**src/rtl/npc_pkg.sv**
```systemverilog
// Shared definitions for the next-PC unit: the branch-kind encoding.
// Assumes the decode stage produces these codes directly.
package npc_pkg;

    localparam int KIND_W = 5;

    typedef enum logic [KIND_W-1:0] {
        BK_NONE      = 5'd0,
        BK_SHORT     = 5'd1,
        BK_PAGE_JMP  = 5'd2,
        BK_PAGE_CALL = 5'd3,
        BK_LONG_JMP  = 5'd4,
        BK_LONG_CALL = 5'd5,
        BK_INDEXED   = 5'd6,
        BK_ACC_ZERO  = 5'd7,
        BK_ACC_NZ    = 5'd8,
        BK_CY_SET    = 5'd9,
        BK_CY_CLR    = 5'd10,
        BK_BIT_SET   = 5'd11,
        BK_BIT_CLR   = 5'd12,
        BK_BIT_TAKE  = 5'd13,
        BK_CMP_NE    = 5'd14,
        BK_DEC_NZ    = 5'd15,
        BK_RETURN    = 5'd16
    } br_kind_e;

endpackage

```
**src/rtl/npc_cond.sv**
```systemverilog
// Branch condition evaluator.
// Decides whether a kind transfers control and produces the side effects
// on carry, the tested bit and the loop counter. Purely combinational.
// Assumes: kind is a legal br_kind_e; unknown codes behave as BK_NONE.
module npc_cond
    import npc_pkg::*;
#(
    parameter int DW = 8
) (
    input  br_kind_e          kind,
    input  logic [DW-1:0]     acc,
    input  logic              cy_in,
    input  logic              bit_in,
    input  logic [DW-1:0]     cmp_lhs,
    input  logic [DW-1:0]     cmp_rhs,
    input  logic [DW-1:0]     cnt_in,
    output logic              take,
    output logic              cy_we,
    output logic              cy_val,
    output logic              bclr,
    output logic [DW-1:0]     cnt_dec
);

    logic acc_is_zero;
    logic lhs_below;
    logic dec_nonzero;

    // Shared condition terms.
    always_comb begin
        acc_is_zero = (acc == '0);
        lhs_below   = (cmp_lhs < cmp_rhs);
        cnt_dec     = cnt_in - DW'(1);
        dec_nonzero = (cnt_dec != '0);
    end

    // Per-kind decision and side effects.
    always_comb begin
        take   = 1'b0;
        cy_we  = 1'b0;
        cy_val = 1'b0;
        bclr   = 1'b0;
        case (kind)
            BK_SHORT, BK_PAGE_JMP, BK_PAGE_CALL, BK_LONG_JMP,
            BK_LONG_CALL, BK_INDEXED, BK_RETURN: take = 1'b1;
            BK_ACC_ZERO: take = acc_is_zero;
            BK_ACC_NZ:   take = !acc_is_zero;
            BK_CY_SET:   take = cy_in;
            BK_CY_CLR:   take = !cy_in;
            BK_BIT_SET:  take = bit_in;
            BK_BIT_CLR:  take = !bit_in;
            BK_BIT_TAKE: begin
                take = bit_in;
                bclr = bit_in;
            end
            BK_CMP_NE: begin
                take   = (cmp_lhs != cmp_rhs);
                cy_we  = 1'b1;
                cy_val = lhs_below;
            end
            BK_DEC_NZ:   take = dec_nonzero;
            default:     take = 1'b0;
        endcase
    end

endmodule

```
**src/rtl/npc_target.sv**
```systemverilog
// Branch destination generator.
// Forms the sequential address and the destination of every kind:
// relative, page-relative, long, indexed and return. Combinational.
// Assumes: len is 1..3; PAGE_W > DW; PC_W > PAGE_W.
module npc_target
    import npc_pkg::*;
#(
    parameter int PC_W   = 16,
    parameter int DW     = 8,
    parameter int PAGE_W = 11
) (
    input  br_kind_e          kind,
    input  logic [PC_W-1:0]   pc,
    input  logic [1:0]        len,
    input  logic [DW-1:0]     opc,
    input  logic [DW-1:0]     b1,
    input  logic [DW-1:0]     b2,
    input  logic [DW-1:0]     acc,
    input  logic [PC_W-1:0]   dptr,
    input  logic [PC_W-1:0]   stack_pc,
    output logic [PC_W-1:0]   seq,
    output logic [PC_W-1:0]   dest,
    output logic              is_call
);

    localparam int HI_W  = PAGE_W - DW;
    localparam int EXT_W = PC_W - DW;

    logic [DW-1:0]   rel_byte;
    logic [PC_W-1:0] rel_dest;
    logic [PC_W-1:0] page_dest;
    logic [PC_W-1:0] long_dest;
    logic [PC_W-1:0] idx_dest;

    // Sequential address and relative target from the following instruction.
    always_comb begin
        seq      = pc + PC_W'(len);
        rel_byte = (len == 2'd3) ? b2 : b1;
        rel_dest = seq + {{EXT_W{rel_byte[DW-1]}}, rel_byte};
        page_dest = {seq[PC_W-1:PAGE_W], opc[DW-1 -: HI_W], b1};
        idx_dest = dptr + PC_W'(acc);
    end

    // Long target layout depends on whether two bytes fill the PC exactly.
    generate
        if (PC_W == 2*DW) begin : g_long_exact
            assign long_dest = {b1, b2};
        end else begin : g_long_fit
            assign long_dest = PC_W'({b1, b2});
        end
    endgenerate

    // Destination select by kind.
    always_comb begin
        case (kind)
            BK_PAGE_JMP, BK_PAGE_CALL: dest = page_dest;
            BK_LONG_JMP, BK_LONG_CALL: dest = long_dest;
            BK_INDEXED:                dest = idx_dest;
            BK_RETURN:                 dest = stack_pc;
            BK_NONE:                   dest = seq;
            default:                   dest = rel_dest;
        endcase
        is_call = (kind == BK_PAGE_CALL) || (kind == BK_LONG_CALL);
    end

endmodule

```
**src/rtl/npc_unit.sv**
```systemverilog
// Next-PC unit top level.
// Registers one result per request, one cycle after the request edge.
// Combines the condition evaluator and destination generator.
// Assumes: the caller holds request fields stable for the request cycle.
module npc_unit
    import npc_pkg::*;
#(
    parameter int PC_W   = 16,
    parameter int DW     = 8,
    parameter int PAGE_W = 11
) (
    input  logic              clk,
    input  logic              rst_n,
    input  logic              req_valid,
    input  logic [KIND_W-1:0] req_kind,
    input  logic [PC_W-1:0]   req_pc,
    input  logic [1:0]        req_len,
    input  logic [DW-1:0]     req_opc,
    input  logic [DW-1:0]     req_b1,
    input  logic [DW-1:0]     req_b2,
    input  logic [DW-1:0]     acc,
    input  logic              cy_in,
    input  logic              bit_in,
    input  logic [DW-1:0]     cmp_lhs,
    input  logic [DW-1:0]     cmp_rhs,
    input  logic [DW-1:0]     cnt_in,
    input  logic [PC_W-1:0]   dptr,
    input  logic [PC_W-1:0]   stack_pc,
    output logic              res_valid,
    output logic [PC_W-1:0]   next_pc,
    output logic              taken,
    output logic              push_ret,
    output logic [PC_W-1:0]   ret_addr,
    output logic              carry_we,
    output logic              carry_out,
    output logic              bit_clr,
    output logic [DW-1:0]     cnt_out
);

    br_kind_e        kind;
    logic            c_take;
    logic            c_cy_we;
    logic            c_cy_val;
    logic            c_bclr;
    logic [DW-1:0]   c_cnt;
    logic [PC_W-1:0] t_seq;
    logic [PC_W-1:0] t_dest;
    logic            t_call;
    logic [PC_W-1:0] npc_c;

    // Map the raw kind code onto the enum.
    always_comb kind = br_kind_e'(req_kind);

    npc_cond #(.DW(DW)) u_cond (
        .kind    (kind),
        .acc     (acc),
        .cy_in   (cy_in),
        .bit_in  (bit_in),
        .cmp_lhs (cmp_lhs),
        .cmp_rhs (cmp_rhs),
        .cnt_in  (cnt_in),
        .take    (c_take),
        .cy_we   (c_cy_we),
        .cy_val  (c_cy_val),
        .bclr    (c_bclr),
        .cnt_dec (c_cnt)
    );

    npc_target #(.PC_W(PC_W), .DW(DW), .PAGE_W(PAGE_W)) u_tgt (
        .kind     (kind),
        .pc       (req_pc),
        .len      (req_len),
        .opc      (req_opc),
        .b1       (req_b1),
        .b2       (req_b2),
        .acc      (acc),
        .dptr     (dptr),
        .stack_pc (stack_pc),
        .seq      (t_seq),
        .dest     (t_dest),
        .is_call  (t_call)
    );

    // Pick destination or fall through.
    always_comb npc_c = c_take ? t_dest : t_seq;

    // Result register; strobes qualified by the request.
    always_ff @(posedge clk) begin
        if (!rst_n) begin
            res_valid <= 1'b0;
            next_pc   <= '0;
            taken     <= 1'b0;
            push_ret  <= 1'b0;
            ret_addr  <= '0;
            carry_we  <= 1'b0;
            carry_out <= 1'b0;
            bit_clr   <= 1'b0;
            cnt_out   <= '0;
        end else begin
            res_valid <= req_valid;
            taken     <= req_valid && c_take;
            push_ret  <= req_valid && t_call;
            carry_we  <= req_valid && c_cy_we;
            bit_clr   <= req_valid && c_bclr;
            if (req_valid) begin
                next_pc   <= npc_c;
                ret_addr  <= t_seq;
                carry_out <= c_cy_val;
                cnt_out   <= c_cnt;
            end
        end
    end

    // one result per request, one cycle later.
    a_r2_latency: assert property (@(posedge clk) disable iff (!rst_n)
        req_valid |=> res_valid);
    a_r2_idle: assert property (@(posedge clk) disable iff (!rst_n)
        !req_valid |=> !res_valid && !taken && !push_ret && !carry_we && !bit_clr);

    // a result not taken falls through to the following instruction.
    a_r3_fallthrough: assert property (@(posedge clk) disable iff (!rst_n)
        res_valid && !taken |-> next_pc == PC_W'($past(req_pc) + PC_W'($past(req_len))));

    // page forms stay in the page of the following instruction.
    a_r6_same_page: assert property (@(posedge clk) disable iff (!rst_n)
        res_valid && ($past(req_kind) == KIND_W'(BK_PAGE_JMP) || $past(req_kind) == KIND_W'(BK_PAGE_CALL))
        |-> next_pc[PC_W-1:PAGE_W] == $past(req_pc + PC_W'(req_len)) >> PAGE_W);

    // calls push the following address and always transfer.
    a_r7_call_push: assert property (@(posedge clk) disable iff (!rst_n)
        push_ret |-> taken && ret_addr == PC_W'($past(req_pc) + PC_W'($past(req_len))));

    // bit clear only on a taken test-and-clear.
    a_r10_bit_clear: assert property (@(posedge clk) disable iff (!rst_n)
        bit_clr |-> taken && $past(req_kind) == KIND_W'(BK_BIT_TAKE) && $past(bit_in));

    // carry written only by compare, from the unsigned order.
    a_r11_carry: assert property (@(posedge clk) disable iff (!rst_n)
        carry_we |-> $past(req_kind) == KIND_W'(BK_CMP_NE) && carry_out == ($past(cmp_lhs) < $past(cmp_rhs)));

    // decrement loop taken exactly on a non-zero result.
    a_r12_loop: assert property (@(posedge clk) disable iff (!rst_n)
        res_valid && $past(req_kind) == KIND_W'(BK_DEC_NZ) |-> taken == (cnt_out != '0));

endmodule

```
**config.mk**
```make
export PLATFORM = sky130hd
export DESIGN_NAME = npc_unit
export DESIGN_NICKNAME = d
export VERILOG_FILES = /design/src/rtl/npc_pkg.sv /design/src/rtl/npc_cond.sv /design/src/rtl/npc_target.sv /design/src/rtl/npc_unit.sv
export SDC_FILE = /design/constraint.sdc
export NUM_CORES = 1
export LEC_CHECK = 0
export BUFFER_PORTS_ARGS = -buffer_cell sky130_fd_sc_hd__buf_2
export CAP_MARGIN = 5
export CORE_MARGIN = 5
export CORE_UTILIZATION = 55
export CTS_CLUSTER_SIZE = 8
export DETAILED_ROUTE_END_ITERATION = 8
export MAX_ROUTING_LAYER = met4
export PLACE_DENSITY = 0.95
export SLEW_MARGIN = 20
export SYNTH_ARGS = -nofsm -noshare
export SYNTH_HDL_FRONTEND = slang
export SYNTH_SLANG_ARGS = --single-unit
```
**constraint.sdc**
```tcl
create_clock -name clk -period 5.58 [get_ports clk]
set_input_delay 0.279 -clock clk [delete_from_list [all_inputs] [get_ports clk]]
set_output_delay 0.279 -clock clk [all_outputs]
set_load 0.02 [all_outputs]
```
* Word-level counts from Yosys, hierarchy flattened *
Index checks and enable logic that the tools add are counted.
W data, S select, Z words.

storage, ports and cells
  logic and storage cells = 54
  output and inout bits = 46
  register bits after elaboration = 46

cells by class
  mux-type cells = 7
  reductions and logical operators = 15
  equality and inequality tests = 18
  add/subtract/negate cells = 4
  magnitude comparators = 1

operators with widths
  operator               count
  $pmux W16 S5           1
  $eq A5 B4 Y1 const B   8
  $eq A5 B3 Y1 const B   4
  $add A16 B16 Y16       1
  $add A16 B2 Y16        1
  $add A16 B8 Y16        1
  $mux W16               1
  $eq A5 B2 Y1 const B   2
  $pmux W1 S9            1
  $logic_not A8 Y1       1
  $lt A8 B8 Y1           1
  $mux W8                1
  $ne A8 B8 Y1           1
  $reduce_bool A8 Y1     1
  $sub A8 B1 Y8 const B  1
  $reduce_or A7 Y1       1
  $reduce_or A2 Y1       3
  $eq A5 B1 Y1 const B   1
  $eq A5 B5 Y1 const B   1
  $logic_not A5 Y1       1
  $logic_and A1 B1 Y1    4
  $logic_not A1 Y1       3
  $mux W1                3
  $eq A2 B2 Y1 const B   1
  $logic_or A1 B1 Y1     1

* Depth between registers and ports, before layout *
  word-level depth = 5
  gate-level depth with buffers = 16
  gate-level depth less buffers = 16

* Modules after synthesis *
A second synthesis with hierarchy kept.

second synthesis, totals
  cell total of the unflattened synthesis = 526
  area, all modules = 4509.3 um^2

modules (own cells, without submodules)
  module      sequential area each (um^2)  times used  area each (um^2)  cells an instance
  npc_target  0.0                          1           2153.3            285
  npc_unit    920.9                        1           1805.5            162
  npc_cond    0.0                          1           550.5             79

* Worst setup path after synthesis *
No wires, ideal clock.

  kind = input -> register
  start point = input port req_pc[0]
  end point = register next_pc[11]
  setup time = 116 ps
  path slack = 2076 ps
  arrival = 3388 ps
  cell stages on the path = 16
  cell sequence = ha_1 -> inv_1 -> fa_1 -> nor2_1 -> nand3_1 -> xor2_1 -> inv_1 -> ha_1 -> a21o_1 -> or2_2 -> a31oi_4 -> nor4_2 -> o41a_1 -> nor3_1 -> o21ai_1 -> a31o_1

between the ends
  cells in the longest elaborated chain, start to end = 4

ends and longest elaborated chain
  what                  RTL line          RTL
  from (decl)           npc_unit.sv:16    input logic [PC_W-1:0] req_pc,
  $add A16 B2 Y16       npc_target.sv:37  seq = pc + PC_W'(len);
  via t_seq[6]          npc_unit.sv:46    logic [PC_W-1:0] t_seq;
  $add A16 B16 Y16      npc_target.sv:39  rel_dest = seq + {{EXT_W{rel_byte[DW-1]}}, rel_byte};
  $pmux W16 S5          npc_target.sv:55  case (kind)
  $mux W16              npc_unit.sv:85    always_comb npc_c = c_take ? t_dest : t_seq;
  to (signal assigned)  npc_unit.sv:106   next_pc <= npc_c;
  to (decl)             npc_unit.sv:30    output logic [PC_W-1:0] next_pc,

The timed path passes the listed nets, and every way through them passes these cells.
A chain may end at the register's enable or synchronous reset.

* Worst setup path in the final report *
  start point = input port req_len[0]
  end point = register next_pc[11]

RTL lines
  what              RTL line          RTL
  from (decl)       npc_unit.sv:17    input logic [1:0] req_len,
  $add A16 B2 Y16   npc_target.sv:37
  via t_seq[6]      npc_unit.sv:46
  $add A16 B16 Y16  npc_target.sv:39
  $pmux W16 S5      npc_target.sv:55
  $mux W16          npc_unit.sv:85

The timed path passes the listed nets, and every way through them passes these cells.

==> summary.md <==
| Metric | Value |
|---|---|
| Final Non-Filler Cells | `815` |
| Synth cell types | `73` |
| Critical Path Start Type | `input pin` |
| DRC Markers | `0` |
| Via count | `5010` |
| CP Capture Type | `flip-flop` |
| Syn avg cell area | `7.92 um2` |
| Setup CP Type | `in -> reg` |
| # hold bufs at CTS | `0` |
| Aggregate global routing overflow | `0` |
| HP Class | `in -> reg` |
| Max-capacitance violation count | `0` |
| RSZ-0062 raised after global routing | `false` |
| Max Clk Rate | `269 MHz` |
| Placer congestion estimate | `0.953` |
| Min cycle time layout | `3.71 ns` |
| CP peak stage delay | `0.45 ns` |
| Largest net degree at the start of global routing | `61` |
| Initial DRC Count | `452` |
| WL final | `14700 um` |
| Peak VDD IR | `0.135 mV` |
| Die ar. | `10100 um2` |
| Slew @ Worst Pin | `0.876 ns` |
| Antenna diode count | `0` |
| I/O Buffers | `156` |
| Mapped Nets | `723` |
| Fillcell total | `727` |
| Period utilization | `66.5%` |
| Layout cells sized above 1 | `27.5%` |
| Nets | `862` |
| Core ar. | `8090 um2` |
| Die extent in y | `101 um` |
| Initial antenna violation count | `0` |
| Final slew viol count | `0` |
| Slowest-stage cell, CP | `o41a_1` |
| Starting density of the core | `55.8%` |
| Critical-path cell list | `buf_2 -> ha_1 -> inv_1 -> fa_1 -> nor2_1 -> nand3_1 -> xor2_1 -> inv_1 -> ha_1 -> a21o_1 -> or2_2 -> a31oi_4 -> nor4_2 -> o41a_1 -> nor3_1 -> o21ai_1 -> a31o_1` |
| Fin area | `5470 um2` |
| ANT nets after route | `0` |
| DP Cell Count | `807` |
| Vias per cell | `6.15` |
| TritonCTS Buffers | `5` |
| Asr flop ratio synth | `0%` |
| Row cnt | `33` |
| Skew final | `0 ns` |
| Power density over the cells | `205 nW/um2` |
| Clock sink total | `46` |
| Die X | `101 um` |
| Num ports | `162` |
| Vias in the first global route | `4766` |
| DR WL/cell | `18.1 um` |
| First-pass DRT Iterations | `6` |
| First-pass GRT wire length | `22800 um` |
| DP Area | `5350 um2` |
| Post-cts resize count | `0` |
| Post-CTS Setup Inserts | `0` |
| Post-Syn Instances | `570` |
| CTS root buffer | `clkbuf_8` |
| DP Wirelength | `11600 um` |
| Ys flop type | `dfxtp_1` |
| Status | `complete, no violations` |
| Data arrival time of the worst path | `3.92 ns` |
| Final hold violation count | `0` |
| Worst-Skew Late Latency | `0.31 ns` |
| Synth Warn # | `0` |
| WP data required | `5.79 ns` |
| Post-synth EDFFs | `0` |
| Final setup margin | `1.87 ns` |
| Seq/Total Area, Yosys | `20.4%` |
| CTS tree | `built` |
| Worst-path clk slew | `0.10 ns` |
| DP Worst Slack | `1.58 ns` |
| Layout area overhead | `21.1%` |
| Max FO, Critical Path | `6` |
| # setup viols final | `0` |
| Setup TNS | `0 ns` |
| Synth Cell Area | `4520 um2` |
| Max_slew headroom | `41.6%` |
| Leakage | `2.66 nW` |
| H-Tree Depth | `2` |
| Largest buffer count on any clock path | `2` |
| Yosys reg bits | `46` |
| GRT Total Usage | `29.0%` |
## worst max-delay path, delay by kind of cell
| kind | cells | cell delay [ns] |
|---|---|---|
| AOI/OAI and AO/OA | 5 | 1.21 |
| adders and majority gates | 3 | 1.02 |
| and+or+nand+nor | 5 | 0.87 |
| xor gates and xnor gates | 1 | 0.29 |
| buffers and inverters | 3 | 0.26 |
## cells in the final DEF, fill, tap and decap left out, drive strengths merged, types with 11 or more instances in the layout
master | netlist | layout
inv | 29 | 30
xnor2 | 29 | 29
nand3 | 15 | 15
nor3 | 14 | 14
a222oi | 11 | 11
nor2 | 44 | 44
nand2 | 56 | 56
o211a | 20 | 20
ha | 34 | 34
nor2b | 16 | 16
a21o | 13 | 13
o21ai | 26 | 26
buf | 6 | 160
a21oi | 29 | 29
xor2 | 13 | 13
dfxtp | 46 | 46
## final cells by class
cell class,count,area [um2],share of cell area [%]
sequential,46,921,16.8
inverter,29,109,1.99
timing repair buffer,160,811,14.8
tap,105,131,2.40
multi-input combinational,467,3380,61.9
clock inverter,3,43.8,0.801
clock buffer,5,68.8,1.26
## layer usage
metal	up-vias	track usage, %	wire, um
li1	2399	-	-
met5	-	-	0
met2	241	48.1	7230
met3	39	3.39	1150
met1	2331	35.6	5920
met4	0	11.7	420
## flip-flops by register name, indices dropped and copies added, names as in the netlist
register and flops:
next_pc 16, ret_addr 16, cnt_out 8, bit_clr 1
carry_out 1, carry_we 1, push_ret 1, res_valid 1
taken 1
## metrics by stage
step | hold slack (ns) | util [%] | total power, mW
after floorplan | 0.454 | - | 0.699
after CTS | 0.278 | 67.5 | 1.12
final | 0.275 | 67.6 | 1.12
after global placement | 0.449 | 66.2 | 0.840
after detailed placement | 0.453 | 66.2 | 0.854
after global routing | 0.296 | 67.6 | 1.18
## synthesized netlist by cell type (6+ instances only)
master	n	area, um2
and3_1	6	37.5
and2_1	6	37.5
xnor2_1	29	254
nor2_1	43	161
a221o_1	6	60.1
ha_1	34	425
dfxtp_1	46	921
o21a_1	7	52.6
nor2b_1	16	100
o21ai_0	23	115
a222oi_1	11	110
nand2_1	56	210
mux2i_1	7	70.1
nor3_1	14	70.1
o211a_1	20	200
xor2_1	13	114
a21oi_1	28	140
a21o_1	13	97.6
mux2_2	8	90.1
a221oi_1	8	70.1
clkbuf_1	22	82.6
nand2b_1	8	50.1
nand3_1	14	70.1
or3_1	7	43.8
inv_1	27	101
## cells by family (layout without fill, tap and decap cells)
group	count (synthesis)	after routing	share of synthesized area [%]
buf+inv	57	197	4.85
fa+ha+maj	37	37	10.8
compound gates	168	168	28.0
mux	16	16	3.85
flops	46	46	20.4
simple gates	203	203	23.4
xor+xnor	43	43	8.67
## worst paths after layout
| check | slack, ns | from | end | cells past startpoint |
|---|---|---|---|---|
| worst max-delay path | 1.87 | req_len[0] | next_pc[11]$_SDFFE_PN0P_ | 17 |
| worst min-delay path | 0.27 | bit_in | bit_clr$_SDFF_PN0_ | 2 |
| worst min register to register | 0.47 | next_pc[5]$_SDFFE_PN0P_ | next_pc[5]$_SDFFE_PN0P_ | 2 |
| worst max register to register | 4.17 | next_pc[15]$_SDFFE_PN0P_ | next_pc[15]$_SDFFE_PN0P_ | 5 |
## where the power goes
| group | total [mW] | switching (mW) | internal (mW) |
|---|---|---|---|
| Combinational | 0.486 | 0.285 | 0.201 |
| Clock | 0.265 | 0.131 | 0.135 |
| Sequential | 0.368 | 0.0129 | 0.355 |
| Total | 1.12 | 0.428 | 0.691 |
No activity file was read; power rests on OpenSTA's default activity.
